===== src/rtl/irq_mlc_pkg.sv =====
package irq_mlc_pkg;
  localparam int unsigned LVL_W   = 3;
  localparam int unsigned NUM_LVL = 7;
  localparam int unsigned CFG_W   = NUM_LVL + 1;

  typedef struct packed {
    logic [NUM_LVL:1] elev_en;
    logic             auto_en;
  } cfg_t;
endpackage


===== src/rtl/irq_set_decode.sv =====
module irq_set_decode #(
  parameter int unsigned NUM_IRQ = 64,
  parameter int unsigned IDX_W   = $clog2(NUM_IRQ)
) (
  input  logic               vld_i,
  input  logic [IDX_W:0]     code_i,
  output logic [NUM_IRQ-1:0] vec_o
);
  for (genvar i = 0; i < NUM_IRQ; i++) begin : g_bit
    assign vec_o[i] = vld_i && (code_i[IDX_W] || (code_i[IDX_W-1:0] == IDX_W'(i)));
  end
endmodule


===== src/rtl/irq_mask_bank.sv =====
module irq_mask_bank #(
  parameter int unsigned NUM_IRQ = 64,
  parameter int unsigned DATA_W  = 32,
  localparam int unsigned NWORD  = NUM_IRQ / DATA_W
) (
  input  logic               clk_i,
  input  logic               rst_ni,
  input  logic [NWORD-1:0]   word_we_i,
  input  logic [DATA_W-1:0]  wdata_i,
  input  logic [NUM_IRQ-1:0] set_vec_i,
  output logic [NUM_IRQ-1:0] mask_o
);
  logic [NUM_IRQ-1:0] mask_q, mask_d;

  // direct word write first, indexed sets ORed on top
  always_comb begin
    mask_d = mask_q;
    for (int w = 0; w < int'(NWORD); w++) begin
      if (word_we_i[w]) mask_d[w*DATA_W +: DATA_W] = wdata_i;
    end
    mask_d = mask_d | set_vec_i;
  end

  always_ff @(posedge clk_i or negedge rst_ni) begin
    if (!rst_ni) mask_q <= '1;
    else         mask_q <= mask_d;
  end

  assign mask_o = mask_q;
endmodule


===== src/rtl/lvl_mask_pair.sv =====
module lvl_mask_pair #(
  parameter int unsigned LVL_W = 3
) (
  input  logic             clk_i,
  input  logic             rst_ni,
  input  logic             auto_en_i,
  input  logic             ack_i,
  input  logic [LVL_W-1:0] ack_lvl_i,
  input  logic             cur_we_i,
  input  logic             sav_we_i,
  input  logic [LVL_W-1:0] wdata_i,
  output logic [LVL_W-1:0] cur_o,
  output logic [LVL_W-1:0] sav_o
);
  logic [LVL_W-1:0] cur_q, sav_q;
  logic             auto_ld;

  assign auto_ld = ack_i && auto_en_i;

  always_ff @(posedge clk_i or negedge rst_ni) begin
    if (!rst_ni) begin
      cur_q <= '0;
      sav_q <= '0;
    end else if (auto_ld) begin
      cur_q <= ack_lvl_i;
      sav_q <= cur_q;
    end else begin
      if (cur_we_i) cur_q <= wdata_i;
      if (sav_we_i) sav_q <= wdata_i;
    end
  end

  assign cur_o = cur_q;
  assign sav_o = sav_q;
endmodule


===== src/rtl/prio_elevate.sv =====
module prio_elevate #(
  parameter int unsigned NUM_LVL = 7,
  parameter int unsigned LVL_W   = 3
) (
  input  logic [NUM_LVL:1] en_i,
  input  logic [LVL_W-1:0] pend_lvl_i,
  input  logic             rr_mode_i,
  output logic             elevate_o
);
  logic [NUM_LVL:1] hit;

  for (genvar l = 1; l <= NUM_LVL; l++) begin : g_lvl
    assign hit[l] = en_i[l] && (pend_lvl_i == LVL_W'(l));
  end

  assign elevate_o = !rr_mode_i && (|hit);
endmodule


===== src/rtl/irq_mask_level_ctrl.sv =====
module irq_mask_level_ctrl
  import irq_mlc_pkg::*;
#(
  parameter int unsigned NUM_IRQ = 64,
  parameter int unsigned DATA_W  = 32,
  parameter int unsigned ADDR_W  = 3,
  localparam int unsigned IDX_W  = $clog2(NUM_IRQ),
  localparam int unsigned SET_W  = IDX_W + 2
) (
  input  logic               clk_i,
  input  logic               rst_ni,
  input  logic               reg_we_i,
  input  logic [ADDR_W-1:0]  reg_addr_i,
  input  logic [DATA_W-1:0]  reg_wdata_i,
  output logic [DATA_W-1:0]  reg_rdata_o,
  input  logic               set_we_i,
  input  logic [SET_W-1:0]   set_data_i,
  input  logic [NUM_IRQ-1:0] irq_i,
  output logic [NUM_IRQ-1:0] irq_o,
  input  logic               ack_i,
  input  logic [LVL_W-1:0]   ack_lvl_i,
  input  logic [LVL_W-1:0]   pend_lvl_i,
  input  logic               rr_mode_i,
  output logic               elevate_o
);
  localparam int unsigned NWORD = NUM_IRQ / DATA_W;
  localparam logic [ADDR_W-1:0] ADR_SET = ADDR_W'(NWORD);
  localparam logic [ADDR_W-1:0] ADR_CFG = ADDR_W'(NWORD + 1);
  localparam logic [ADDR_W-1:0] ADR_CUR = ADDR_W'(NWORD + 2);
  localparam logic [ADDR_W-1:0] ADR_SAV = ADDR_W'(NWORD + 3);
  localparam int unsigned NSRC = 2;

  logic [NWORD-1:0]   word_we;
  logic [NUM_IRQ-1:0] mask;
  logic [NUM_IRQ-1:0] set_vec [NSRC];
  logic [NSRC-1:0]    src_vld;
  logic [IDX_W:0]     src_code [NSRC];
  cfg_t               cfg_q;
  logic [LVL_W-1:0]   cur_lvl, sav_lvl;
  logic               unused_rsvd;

  assign unused_rsvd = set_data_i[SET_W-1];

  for (genvar w = 0; w < NWORD; w++) begin : g_wwe
    assign word_we[w] = reg_we_i && (reg_addr_i == ADDR_W'(w));
  end

  // source 0: dedicated port, source 1: register write to the set address
  assign src_vld[0]  = set_we_i;
  assign src_code[0] = set_data_i[IDX_W:0];
  assign src_vld[1]  = reg_we_i && (reg_addr_i == ADR_SET);
  assign src_code[1] = reg_wdata_i[IDX_W:0];

  for (genvar s = 0; s < NSRC; s++) begin : g_src
    irq_set_decode #(.NUM_IRQ(NUM_IRQ), .IDX_W(IDX_W)) u_dec (
      .vld_i (src_vld[s]),
      .code_i(src_code[s]),
      .vec_o (set_vec[s])
    );
  end

  irq_mask_bank #(.NUM_IRQ(NUM_IRQ), .DATA_W(DATA_W)) u_mask (
    .clk_i    (clk_i),
    .rst_ni   (rst_ni),
    .word_we_i(word_we),
    .wdata_i  (reg_wdata_i),
    .set_vec_i(set_vec[0] | set_vec[1]),
    .mask_o   (mask)
  );

  assign irq_o = irq_i & ~mask;

  always_ff @(posedge clk_i or negedge rst_ni) begin
    if (!rst_ni)                                  cfg_q <= '0;
    else if (reg_we_i && reg_addr_i == ADR_CFG)   cfg_q <= cfg_t'(reg_wdata_i[CFG_W-1:0]);
  end

  lvl_mask_pair #(.LVL_W(LVL_W)) u_lvl (
    .clk_i    (clk_i),
    .rst_ni   (rst_ni),
    .auto_en_i(cfg_q.auto_en),
    .ack_i    (ack_i),
    .ack_lvl_i(ack_lvl_i),
    .cur_we_i (reg_we_i && reg_addr_i == ADR_CUR),
    .sav_we_i (reg_we_i && reg_addr_i == ADR_SAV),
    .wdata_i  (reg_wdata_i[LVL_W-1:0]),
    .cur_o    (cur_lvl),
    .sav_o    (sav_lvl)
  );

  prio_elevate #(.NUM_LVL(NUM_LVL), .LVL_W(LVL_W)) u_elev (
    .en_i      (cfg_q.elev_en),
    .pend_lvl_i(pend_lvl_i),
    .rr_mode_i (rr_mode_i),
    .elevate_o (elevate_o)
  );

  always_comb begin
    reg_rdata_o = '0;
    for (int w = 0; w < int'(NWORD); w++) begin
      if (reg_addr_i == ADDR_W'(w)) reg_rdata_o = mask[w*DATA_W +: DATA_W];
    end
    if (reg_addr_i == ADR_CFG) reg_rdata_o = DATA_W'(cfg_q);
    if (reg_addr_i == ADR_CUR) reg_rdata_o = DATA_W'(cur_lvl);
    if (reg_addr_i == ADR_SAV) reg_rdata_o = DATA_W'(sav_lvl);
  end
endmodule


===== config.mk =====
export PLATFORM = sky130hd
export DESIGN_NAME = irq_mask_level_ctrl
export DESIGN_NICKNAME = d
export VERILOG_FILES = /design/src/rtl/irq_mlc_pkg.sv /design/src/rtl/irq_set_decode.sv /design/src/rtl/irq_mask_bank.sv /design/src/rtl/lvl_mask_pair.sv /design/src/rtl/prio_elevate.sv /design/src/rtl/irq_mask_level_ctrl.sv
export SDC_FILE = /design/constraint.sdc
export NUM_CORES = 1
export LEC_CHECK = 0
export BUFFER_PORTS_ARGS = -buffer_cell sky130_fd_sc_hd__buf_4
export CAP_MARGIN = 20
export CORE_MARGIN = 2
export CORE_UTILIZATION = 45
export CTS_CLUSTER_DIAMETER = 100
export CTS_CLUSTER_SIZE = 8
export DETAILED_ROUTE_END_ITERATION = 8
export PLACE_DENSITY = 0.78
export SYNTH_ARGS = -nofsm -noshare
export SYNTH_HDL_FRONTEND = slang
export SYNTH_SLANG_ARGS = --single-unit

===== constraint.sdc =====
create_clock -name clk_i -period 1 [get_ports clk_i]
set_input_delay 0.05 -clock clk_i [delete_from_list [all_inputs] [get_ports clk_i]]
set_output_delay 0.05 -clock clk_i [all_outputs]
set_load 0.1 [all_outputs]

==> flow_summary_export.csv, run 1 <==
group,metric,value,unit
floorplan,die_w,115,um
outcome,stop_stage,"global routing (5_1_grt)",
logic_synthesis,ys_types,45,
clocking,cts_sinks,78,
logic_synthesis,synth_cells,688,
placement,io_buffer_count,214,
logic_synthesis,synth_area_leaders,"dfstp_2, a21oi_1, o2111ai_1, nor2b_1, dfrtp_1",
clocking,cts_root_buf,"clkbuf_16",
logic_synthesis,yosysWarningCount,0,
logic_synthesis,syn_area_per_cell,8.09,um2
outcome,status,"aborted with a tool error",
logic_synthesis,synth_async_sr_flop_share,100,%
floorplan,rows,40,
clocking,cts_buffers,9,
floorplan,die_h,115,um
placement,gp_congestion,0.938,
floorplan,ios,216,
logic_synthesis,ys_seq_area_share,36.5,%
clocking,ctsHtreeMaxLevel,3,
placement,dpl_cell_area,9420,um2
global_routing,grt_max_degree,66,
placement,dp_hpwl,17600,um
outcome,stop_error,"[ERROR DPL-0038] Utilization greater than 100%, impossible to legalize",
timing,grt-worst-endpoint,"elevate_o",
logic_synthesis,syn-cell-area,5570,um2
timing,endpoint_type,"top-level output",
clocking,cts_max_path_buffers,2,
logic_synthesis,synth_top_area_share,30.2,%
logic_synthesis,yosys.area.top_type,"dfstp_2",
floorplan,start_util,46.2,%
logic_synthesis,synth_ff_type,"dfstp_2",
logic_synthesis,synthesis.nets,807,
logic_synthesis,synth_seq_cells,78,
logic_synthesis,synth_edf_count,0,
through the flow:
stage          hold slack (ps)  setup TNS [ps]  utilization [%]  setup slack, ps  std cells
2_1_floorplan             -246           -4750                -             -451        688
3_3_place_gp              -107          -22410             78.1             -371       1171
3_5_place_dp              -103          -26520             78.1             -416       1171
4_1_cts                   87.1          -27100             97.2             -676       1247
logic make-up after synthesis:
| group | synth area share [%] |
|---|---|
| AO/OA/AOI/OAI | 27.9 |
| buffers and inverters | 5.10 |
| flip-flops | 36.5 |
| multiplexers | 4.54 |
| AND/OR/NAND/NOR | 26.0 |
synthesized netlist by cell type, types with 2 or more instances:
master       n
a21oi_1    123
nor2_1      72
nor2b_1     70
nand2_1     67
dfstp_2     64
o2111ai_1   53
clkbuf_1    35
buf_2       25
a22o_1      24
o21ai_0     22
dfrtp_1     14
mux2i_1     14
nor3_1      13
a211oi_1     9
mux2_2       8
nand2b_1     8
and2_1       6
and2_0       5
nand3_1      5
nand4bb_1    5
o21ai_1      5
nand4b_1     4
a311oi_1     3
buf_1        3
nor3b_1      3
nor4_1       3
or4_1        3
and3_1       2
nand3b_1     2
nand4_1      2
or4b_1       2
repair_timing:
| action | in CTS |
|---|---|
| buffers inserted | 31 |
| endpoints found under the hold margin | 61 |
| pin swaps | 25 |
| gates resized for setup | 370 |
| endpoints found under the setup margin | 104 |
| hold buffers | 29 |
==> inputs of run 2 (changes only) <==
--- a/config.mk
+++ b/config.mk
@@ -8,11 +8,9 @@
 export BUFFER_PORTS_ARGS = -buffer_cell sky130_fd_sc_hd__buf_4
 export CAP_MARGIN = 20
 export CORE_MARGIN = 2
-export CORE_UTILIZATION = 45
-export CTS_CLUSTER_DIAMETER = 100
-export CTS_CLUSTER_SIZE = 8
+export CORE_UTILIZATION = 40
 export DETAILED_ROUTE_END_ITERATION = 8
-export PLACE_DENSITY = 0.78
+export PLACE_DENSITY_LB_ADDON = 0.15
 export SYNTH_ARGS = -nofsm -noshare
 export SYNTH_HDL_FRONTEND = slang
 export SYNTH_SLANG_ARGS = --single-unit
==> constraint.sdc (replaced) <==
create_clock -name clk_i -period 1.3 [get_ports clk_i]
set_input_delay 0.065 -clock clk_i [delete_from_list [all_inputs] [get_ports clk_i]]
set_output_delay 0.065 -clock clk_i [all_outputs]
set_load 0.1 [all_outputs]
==> flow_summary_export.csv, run 2 <==
group,metric,value,unit
clocking,cts_tree,"done",
setup_path,critPathTopFamily,"multiplexers",
setup_path,worstPathRequired,1240,ps
setup_path,cp_max_fo,2,
logic_synthesis,synth_area_leaders,"dfstp_2, a21oi_1, o2111ai_1, nor2b_1, dfrtp_1",
setup_path,slowest_stage,"mux4_2",
setup_path,r2r_start,"u_mask.mask_o[35]",
routing,via_per_inst,6.00,
power,vdd_ir_drop_max,0.616,mV
setup_path,crit_path_end_kind,"output pin",
logic_synthesis,ys_seq_area_share,36.5,%
placement,gp_congestion,0.892,
cells_and_area,fillCellCount,1011,
routing,vias,6899,
global_routing,grt_pass1_vias,6891,
timing,fin_crit,1660,ps
cells_and_area,fin_nets,1083,
placement,pre_cts_slack,-95.4,ps
clocking,cts.clk_slew.worst_paths,60,ps
setup_path,cpPeakStageDelay,500,ps
placement,dp_hpwl,15400,um
cells_and_area,n_antenna_cell,0,
routing,post-route-drc-count,0,
floorplan,die_area,14900,um2
routing,finalWirelength,23900,um
logic_synthesis,synth_cells,688,
logic_synthesis,yosys-top-cells-count,"a21oi_1, nor2_1, nor2b_1",
timing,hold_viol_final,0,
logic_synthesis,synth_top_area_share,30.2,%
cells_and_area,layout_commonest_cell,"buf_4",
logic_synthesis,yosys.cell_count.top_type,"a21oi_1",
global_routing,grt_pass1_wl,35400,um
global_routing,grt_overflow_total,0,
placement,dpl_cell_area,8110,um2
floorplan,die_h,122,um
outcome,violations,"negative setup slack",
timing,finalSetupViolations,11,
cells_and_area,largest_reg_flops,64,
clocking,ctsHtreeMaxLevel,3,
logic_synthesis,synth_edf_count,0,
timing,slew_viol_final,0,
global_routing,grt_max_degree,79,
routing,drt_first_pass_iters,5,
worst_hold_path,hold_path_class,"in -> reg",
setup_path,cp_num_buf_inv,1,
cells_and_area,final_cell_mix,"buf_4, a21oi_1, nand2_1",
routing,wl_per_cell,20.8,um
timing,rsz0062_at_grt,"true",
logic_synthesis,synth_seq_cells,78,
logic_synthesis,yosysWarningCount,0,
floorplan,rows,43,
clocking,cts_sinks,78,
setup_path,crit_start,"cfg_q[7]",
setup_path,critPathLaunchType,"flop",
routing,drt-initial-drc-count,645,
clocking,cts_root_buf,"clkbuf_16",
floorplan,start_util,40.6,%
power,power_leakage,4.02,nW
floorplan,die_w,122,um
power,power_density,1040,nW/um2
logic_synthesis,syn-cell-area,5570,um2
logic_synthesis,syn_area_per_cell,8.09,um2
logic_synthesis,ys_types,45,
logic_synthesis,synth_ff_type,"dfstp_2",
setup_path,cp.arrival,1590,ps
clocking,cts_buffers,9,
floorplan,ios,216,
floorplan,placeableCoreArea,13700,um2
cells_and_area,final_layout_size_suffix_gt1_share,52.5,%
timing,relSlewSlack,55.6,%
cells_and_area,final_area,9780,um2
timing,layout_setup_ws,-359,ps
worst_hold_path,hold_start,"reg_wdata_i[17]",
setup_path,path_cells,"mux4_2 > nor2b_4 > nor3_4 > buf_12",
logic_synthesis,synth_async_sr_flop_share,100,%
cells_and_area,syn_to_final_growth,75.6,%
global_routing,antenna_found_initial,0,
logic_synthesis,yosys.area.top_type,"dfstp_2",
timing,worstMarginPinSlew,666,ps
outcome,status,"finished with violations",
timing,fin_worst_skew,3.41,ps
timing,fmax,0.603,GHz
clocking,cts_max_path_buffers,2,
timing,fin_crit_sh,128,%
setup_path,critPathKind,"reg -> out",
placement,io_buffer_count,214,
logic_synthesis,synthesis.nets,807,
clocking,clk_latency,340,ps
routing,ant_nets,0,
job,drv_cap,0,
global_routing,grt_util_all_layers,30.4,%
## run 2: cell counts after synthesis
Identical to the previous run, type by type.
## run 2: power breakdown
| part | leakage (nW) | switching [mW] | internal, mW |
|---|---|---|---|
| logic | 3.02 | 2.57 | 1.67 |
| registers | 0.845 | 0.308 | 2.86 |
| clock network | 0.163 | 1.02 | 1.78 |
## run 2: kinds of logic (layout without fill, tap and decap cells)
group                  after synthesis  after routing  synth area share [%]
DFF                                 78             78                  36.5
and+or+nand+nor                    278            278                  26.0
muxes                               23             23                  4.54
buffers and inverters               66            347                  5.10
AOI/OAI and AO/OA                  243            243                  27.9
## run 2: worst paths after layout
kind / endpoint / slack [ps] / cells after the start
setup / recovery: elevate_o / -360 / 4
hold / removal: u_mask.mask_o[17] / 30 / 3
setup reg to reg: u_mask.mask_o[35] / 250 / 4
hold reg to reg: u_lvl.sav_o[0] / 520 / 2
max in group asynchronous: u_mask.mask_o[25] / 620 / 3
min in group asynchronous: cfg_q[4] / 260 / 3
## run 2: area by class of cell
class / count / area, um2 / share of cell area [%]
multi-input combinational: 544 / 3820 / 39.1
tap: 180 / 225 / 2.30
clock buffer: 12 / 256 / 2.62
inverter: 1 / 3.75 / 0.0384
timing repair buffer: 330 / 3370 / 34.4
sequential: 78 / 2030 / 20.8
clock inverter: 4 / 70.1 / 0.716
## run 2: per-layer routing
metal  global-route usage (%)  wire [um]  vias up
li1                         -          -     3067
met1                     36.3       8810     3336
met2                     52.7      11900      429
met3                     7.16       2370       67
met4                     12.0        784        0
met5                        0          0        -
## run 2: worst min-delay path, stage by stage
cell	delay (ps)
buf_4	100
mux2i_1	60
o2111ai_1	100
## run 2: what timing repair did
item                       4_1_cts  5_1_grt
hold endpoints to repair        59        0
pin swaps                       10       13
setup endpoints to repair       42       43
hold buffers                    28        0
cloned                           0        5
buffers inserted                 9        9
gates resized for setup        153       41
## run 2: through the flow
step	total power, mW	hold slack, ps	util [%]	TNS, ps	instances
after floorplan	5.54	-231	-	-2880	688
after global placement	6.66	116	59.1	-313	1089
after detailed placement	6.74	124	59.1	-1460	1089
after CTS	10.0	9.99	68.8	-2160	1137
after global routing	10.6	22.7	71.3	-2880	1149
final	10.2	27.8	71.3	-2100	1149
(Power assumes the default switching activity.)
==> inputs of run 3 (changes only) <==
--- a/config.mk
+++ b/config.mk
@@ -5,12 +5,12 @@
 export SDC_FILE = /design/constraint.sdc
 export NUM_CORES = 1
 export LEC_CHECK = 0
-export BUFFER_PORTS_ARGS = -buffer_cell sky130_fd_sc_hd__buf_4
 export CAP_MARGIN = 20
 export CORE_MARGIN = 2
-export CORE_UTILIZATION = 40
+export CORE_UTILIZATION = 50
 export DETAILED_ROUTE_END_ITERATION = 8
-export PLACE_DENSITY_LB_ADDON = 0.15
+export DONT_BUFFER_PORTS = 1
+export PLACE_DENSITY_LB_ADDON = 0.25
 export SYNTH_ARGS = -nofsm -noshare
 export SYNTH_HDL_FRONTEND = slang
 export SYNTH_SLANG_ARGS = --single-unit
==> flow_summary_export.csv, run 3 (synthesis gave the netlist of run 2 again) <==
group,metric,value,unit
clocking,cts_sinks,78,
clocking,cts_max_path_buffers,2,
clocking,cts_buffers,9,
cells_and_area,post-route-util,79.1,%
setup_path,r2r_start,"u_mask.mask_o[34]",
floorplan,start_util,51.4,%
timing,relSlewSlack,67.5,%
timing,fin_crit_sh,132,%
timing,slew_viol_final,0,
placement,dp_cells,894,
global_routing,grt_util_all_layers,36.9,%
power,p_int,5.08,mW
clocking,cts_tree,"done",
global_routing,grt_pass1_vias,6630,
power,fin_total_pwr,8.68,mW
routing,drt_first_pass_iters,5,
global_routing,antenna_found_initial,0,
clocking,ctsHtreeMaxLevel,3,
cells_and_area,layout_commonest_cell,"a21oi_1",
timing,fin_crit,1720,ps
power,p_clk_share,19.8,%
power,pwr-share-comb,43.6,%
cells_and_area,final_cell_mix,"a21oi_1, nand2_1, dfstp_2",
power,power_density,1010,nW/um2
routing,met2_length,11000,um
setup_path,reg2reg_depth,5,
timing,worstMarginPinSlew,483,ps
timing,hold_viol_final,78,
timing,hold_slack,-612,ps
setup_path,cp_num_buf_inv,1,
clocking,clk_latency,360,ps
routing,post-route-drc-count,0,
timing,finalSetupViolations,31,
routing,wl_met3,2670,um
job,drv_cap,0,
power,power_leakage,3.26,nW
routing,vias,6610,
routing,drt-initial-drc-count,865,
power,p_seq_share,36.6,%
power,swShare,41.5,%
placement,io_buffer_count,0,
floorplan,die_w,110,um
timing,fin_tns_setup,-2710,ps
timing,fmax,0.582,GHz
placement,gp_congestion,0.883,
floorplan,placeableCoreArea,10800,um2
routing,via_per_inst,6.77,
outcome,violations,"negative hold slack, negative setup slack",
timing,rsz0062_at_grt,"true",
floorplan,rows,38,
cells_and_area,fin_nets,950,
global_routing,grt_pass1_wl,34200,um
setup_path,worstReg2RegEnd,"u_mask.mask_o[34]",
placement,pre_cts_slack,-65.7,ps
clocking,cts_root_buf,"clkbuf_8",
routing,wl_per_cell,23.1,um
timing,fin_worst_skew,0.632,ps
worst_hold_path,hold_path_class,"in -> async",
setup_path,critPathTopFamily,"multiplexers",
power,switchingPower,3.60,mW
global_routing,grt_overflow_total,0,
cells_and_area,multi_input_area,3820,um2
routing,wl_met1,7980,um
setup_path,crit_path_end_kind,"output pin",
floorplan,die_h,110,um
cells_and_area,fillCellCount,699,
setup_path,critPathKind,"reg -> out",
cells_and_area,final_area,8570,um2
global_routing,grt_max_degree,79,
placement,dpl_cell_area,7230,um2
setup_path,slowest_stage,"mux4_2",
placement,dp_hpwl,14100,um
setup_path,path_cells,"mux4_2 > nor2b_4 > nor3_4 > buf_12",
setup_path,cpPeakStageDelay,510,ps
cells_and_area,seq_area,2030,um2
clocking,cts_hold_buf,50,
floorplan,die_area,12000,um2
cells_and_area,n_antenna_cell,0,
setup_path,reg2reg_slack,170,ps
setup_path,cp_max_fo,2,
setup_path,worstPathRequired,1240,ps
cells_and_area,syn_to_final_growth,53.9,%
floorplan,ios,216,
routing,top_layer,"met4",
cells_and_area,final_layout_size_suffix_gt1_share,42.2,%
outcome,status,"finished with violations",
routing,ant_nets,0,
clocking,cts.clk_slew.worst_paths,80,ps
routing,finalWirelength,22500,um
cells_and_area,largest_reg_flops,64,
power,vdd_ir_drop_max,0.672,mV
timing,layout_setup_ws,-419,ps
setup_path,critPathLaunchType,"flop",
setup_path,cp.arrival,1650,ps
cells_and_area,stdcell_count,976,
run 3: changes by cell type in the layout (fill, tap and decap cells not counted), sizes merged:
| cell | previous run | this run |
|---|---|---|
| dlygate4sd3 | 28 | 49 |
| clkinv | 2 | 1 |
| bufinv | 2 | 0 |
| buf | 299 | 148 |
run 3: worst max path at each step:
stage / to / cells past startpoint / startpoint / slack, ps
global placement: elevate_o / 4 / cfg_q[7] / -30
CTS: elevate_o / 4 / cfg_q[7] / -400
floorplan: elevate_o / 3 / cfg_q[5] / -170
global route: elevate_o / 4 / cfg_q[7] / -460
detailed placement: elevate_o / 4 / cfg_q[7] / -70
finish: elevate_o / 4 / cfg_q[4] / -420
run 3: power by group through the flow:
stage | Clock (mW) | Sequential (mW) | Combinational [mW]
floorplan | 0 | 3.07 | 2.47
global placement | 0 | 3.16 | 3.20
detailed placement | 0 | 3.18 | 3.26
CTS | 1.71 | 3.15 | 3.60
global route | 1.83 | 3.21 | 3.93
finish | 1.72 | 3.17 | 3.79
run 3: layer usage:
layer / global-route usage, % / vias up
met2: 61.2 / 563
met5: 0 / -
met4: 18.2 / 0
met3: 9.43 / 96
met1: 44.4 / 3142
li1: - / 2809
run 3: cell type report:
class	count	area share, %
Tap cell	140	2.04
Sequential cell	78	23.7
Multi-Input combinational cell	544	44.6
Inverter	1	0.0438
Timing Repair Buffer	197	27.6
Clock buffer	15	1.94
Clock inverter	1	0.0584
run 3: worst reg2reg max path, delay by kind of cell, from the launching register on:
kind | cells | cell delay, ps
flip-flops | 1 | 380
buffers and inverters | 3 | 350
AO/OA/AOI/OAI | 2 | 320
run 3: what timing repair did:
action,CTS,global route
buffers inserted,7,11
gates cloned,0,0
hold endpoints to repair,156,78
endpoints found under the setup margin,36,74
gates resized for setup,56,62
pin swaps,12,8
==> inputs of run 4 (changes only) <==
--- a/config.mk
+++ b/config.mk
@@ -6,7 +6,7 @@
 export NUM_CORES = 1
 export LEC_CHECK = 0
 export CAP_MARGIN = 20
-export CORE_MARGIN = 2
+export CORE_MARGIN = 5
 export CORE_UTILIZATION = 50
 export DETAILED_ROUTE_END_ITERATION = 8
 export DONT_BUFFER_PORTS = 1
==> constraint.sdc (replaced) <==
create_clock -name clk_i -period 1.6 [get_ports clk_i]
set_input_delay 0.08 -clock clk_i [delete_from_list [all_inputs] [get_ports clk_i]]
set_output_delay 0.08 -clock clk_i [all_outputs]
set_load 0.1 [all_outputs]
==> flow_summary_export.csv, run 4 (synthesis gave the netlist of run 2 again) <==
group,metric,value,unit
global_routing,grt_util_all_layers,31.3,%
timing,relSlewSlack,55.0,%
timing,finalSetupViolations,2,
routing,post-route-drc-count,0,
clocking,cts_sinks,78,
setup_path,r2r_start,"cfg_q[0]",
clocking,cts_max_path_buffers,2,
clocking,cts_hold_buf,46,
floorplan,die_w,116,um
cells_and_area,fillCellCount,782,
timing,fmax,0.578,GHz
placement,gp_congestion,0.880,
cells_and_area,layout_commonest_cell,"a21oi_1",
setup_path,critPathLaunchType,"flop",
setup_path,reg2reg_depth,4,
timing,hold_slack,-602,ps
cells_and_area,final_cell_mix,"a21oi_1, buf_4, nand2_1",
floorplan,rows,38,
clocking,cts_root_buf,"clkbuf_8",
floorplan,die_area,13300,um2
cells_and_area,fin_nets,929,
setup_path,worstReg2RegEnd,"u_lvl.cur_o[1]",
routing,drt-initial-drc-count,734,
setup_path,critPathKind,"reg -> out",
setup_path,cp_max_fo,2,
power,power_density,919,nW/um2
timing,hold_viol_final,80,
routing,wl_per_cell,22.9,um
timing,worstMarginPinSlew,669,ps
setup_path,worstPathRequired,1520,ps
placement,dp_hpwl,14600,um
outcome,status,"finished with violations",
floorplan,ios,216,
cells_and_area,largest_reg_flops,64,
timing,layout_setup_ws,-129,ps
global_routing,grt_overflow_total,0,
global_routing,grt_pass1_wl,33300,um
outcome,violations,"negative hold slack, negative setup slack",
cells_and_area,stdcell_count,954,
placement,pre_cts_slack,-67.9,ps
timing,slew_viol_final,0,
clocking,cts.clk_slew.worst_paths,80,ps
floorplan,die_h,116,um
job,drv_cap,0,
clocking,clk_latency,360,ps
timing,fin_crit_sh,108,%
cells_and_area,n_antenna_cell,0,
clocking,cts_buffers,9,
clocking,cts_tree,"done",
power,vdd_ir_drop_max,0.494,mV
timing,fin_worst_skew,0.643,ps
cells_and_area,final_layout_size_suffix_gt1_share,40.5,%
timing,rsz0062_at_grt,"true",
floorplan,start_util,51.1,%
timing,fin_crit,1730,ps
routing,finalWirelength,21800,um
power,power_leakage,2.98,nW
routing,vias,6401,
routing,drt_first_pass_iters,7,
setup_path,cp.arrival,1650,ps
global_routing,grt_pass1_vias,6338,
placement,dp_cells,883,
floorplan,placeableCoreArea,10900,um2
worst_hold_path,hold_path_class,"in -> async",
clocking,ctsHtreeMaxLevel,3,
cells_and_area,syn_to_final_growth,41.9,%
global_routing,antenna_found_initial,0,
routing,via_per_inst,6.71,
placement,io_buffer_count,0,
setup_path,crit_path_end_kind,"output pin",
routing,ant_nets,0,
setup_path,reg2reg_slack,100,ps
global_routing,grt_max_degree,79,
[run 4: cell types whose count changed in the layout (fill, tap and decap cells not counted), sizes merged]
cell	delta
buf	-17
clkbuf	-4
dlygate4sd3	-4
bufinv	+3
[run 4: report_power, final]
part | switching, mW | total [mW] | leakage (nW) | internal (mW)
sequential | 0.241 | 2.56 | 0.845 | 2.32
clock | 0.759 | 1.83 | 0.119 | 1.07
combinational | 1.86 | 2.87 | 2.02 | 1.01
[run 4: cell type report]
| cell class | instances | area (um2) | area share, % |
|---|---|---|---|
| Multi-Input combinational cell | 544 | 3570 | 45.1 |
| Sequential cell | 78 | 2030 | 25.7 |
| Timing Repair Buffer | 176 | 1890 | 23.9 |
| Tap cell | 140 | 175 | 2.22 |
| Clock buffer | 11 | 141 | 1.79 |
| Clock inverter | 4 | 95.1 | 1.20 |
| Inverter | 1 | 3.75 | 0.0475 |
[run 4: how the worst max path moves through the flow]
stage                  start         endpoint  slack (ps)  depth (start not counted)
5_1_grt             cfg_q[5]        elevate_o        -160                          4
3_3_place_gp   reg_addr_i[0]   reg_rdata_o[9]         -20                          4
6_report            cfg_q[7]        elevate_o        -130                          4
2_1_floorplan       cfg_q[5]        elevate_o        -290                          3
3_5_place_dp   reg_addr_i[0]  reg_rdata_o[10]         -70                          4
4_1_cts             cfg_q[7]        elevate_o         -90                          4
[run 4: worst max-delay path, stage by stage (launching register included)]
cell	delay [ps]
dfrtp_1	380
mux4_2	520
nor2b_4	160
nor3_4	60
buf_12	170
[run 4: per-layer routing]
metal / vias to the layer above / GRT usage (%) / wire (um) / part of all wire [%]
met4: 0 / 14.4 / 823 / 3.8
met1: 3025 / 38.4 / 7780 / 36
li1: 2754 / - / - / -
met5: - / 0 / 0 / 0
met3: 102 / 7.31 / 2570 / 12
met2: 520 / 52.5 / 10600 / 49
[run 4: what timing repair did]
action | CTS | global route
gates resized for setup | 9 | 12
endpoints found under the setup margin | 29 | 11
pin swaps | 9 | 8
buffers inserted | 7 | 2
hold endpoints to repair | 156 | 78
[run 4: stage by stage]
stage	total power [mW]	setup TNS [ps]	utilization (%)	hold slack, ps	cell area [um2]
after floorplan	4.48	-287	-	-216	5790
after CTS	7.19	-160	72.0	-594	7840
after global routing	7.47	-383	72.6	-604	7910
after detailed placement	5.17	-1430	64.7	-212	7040
after global placement	5.11	-459	64.7	-210	7040
final	7.26	-179	72.6	-602	7910
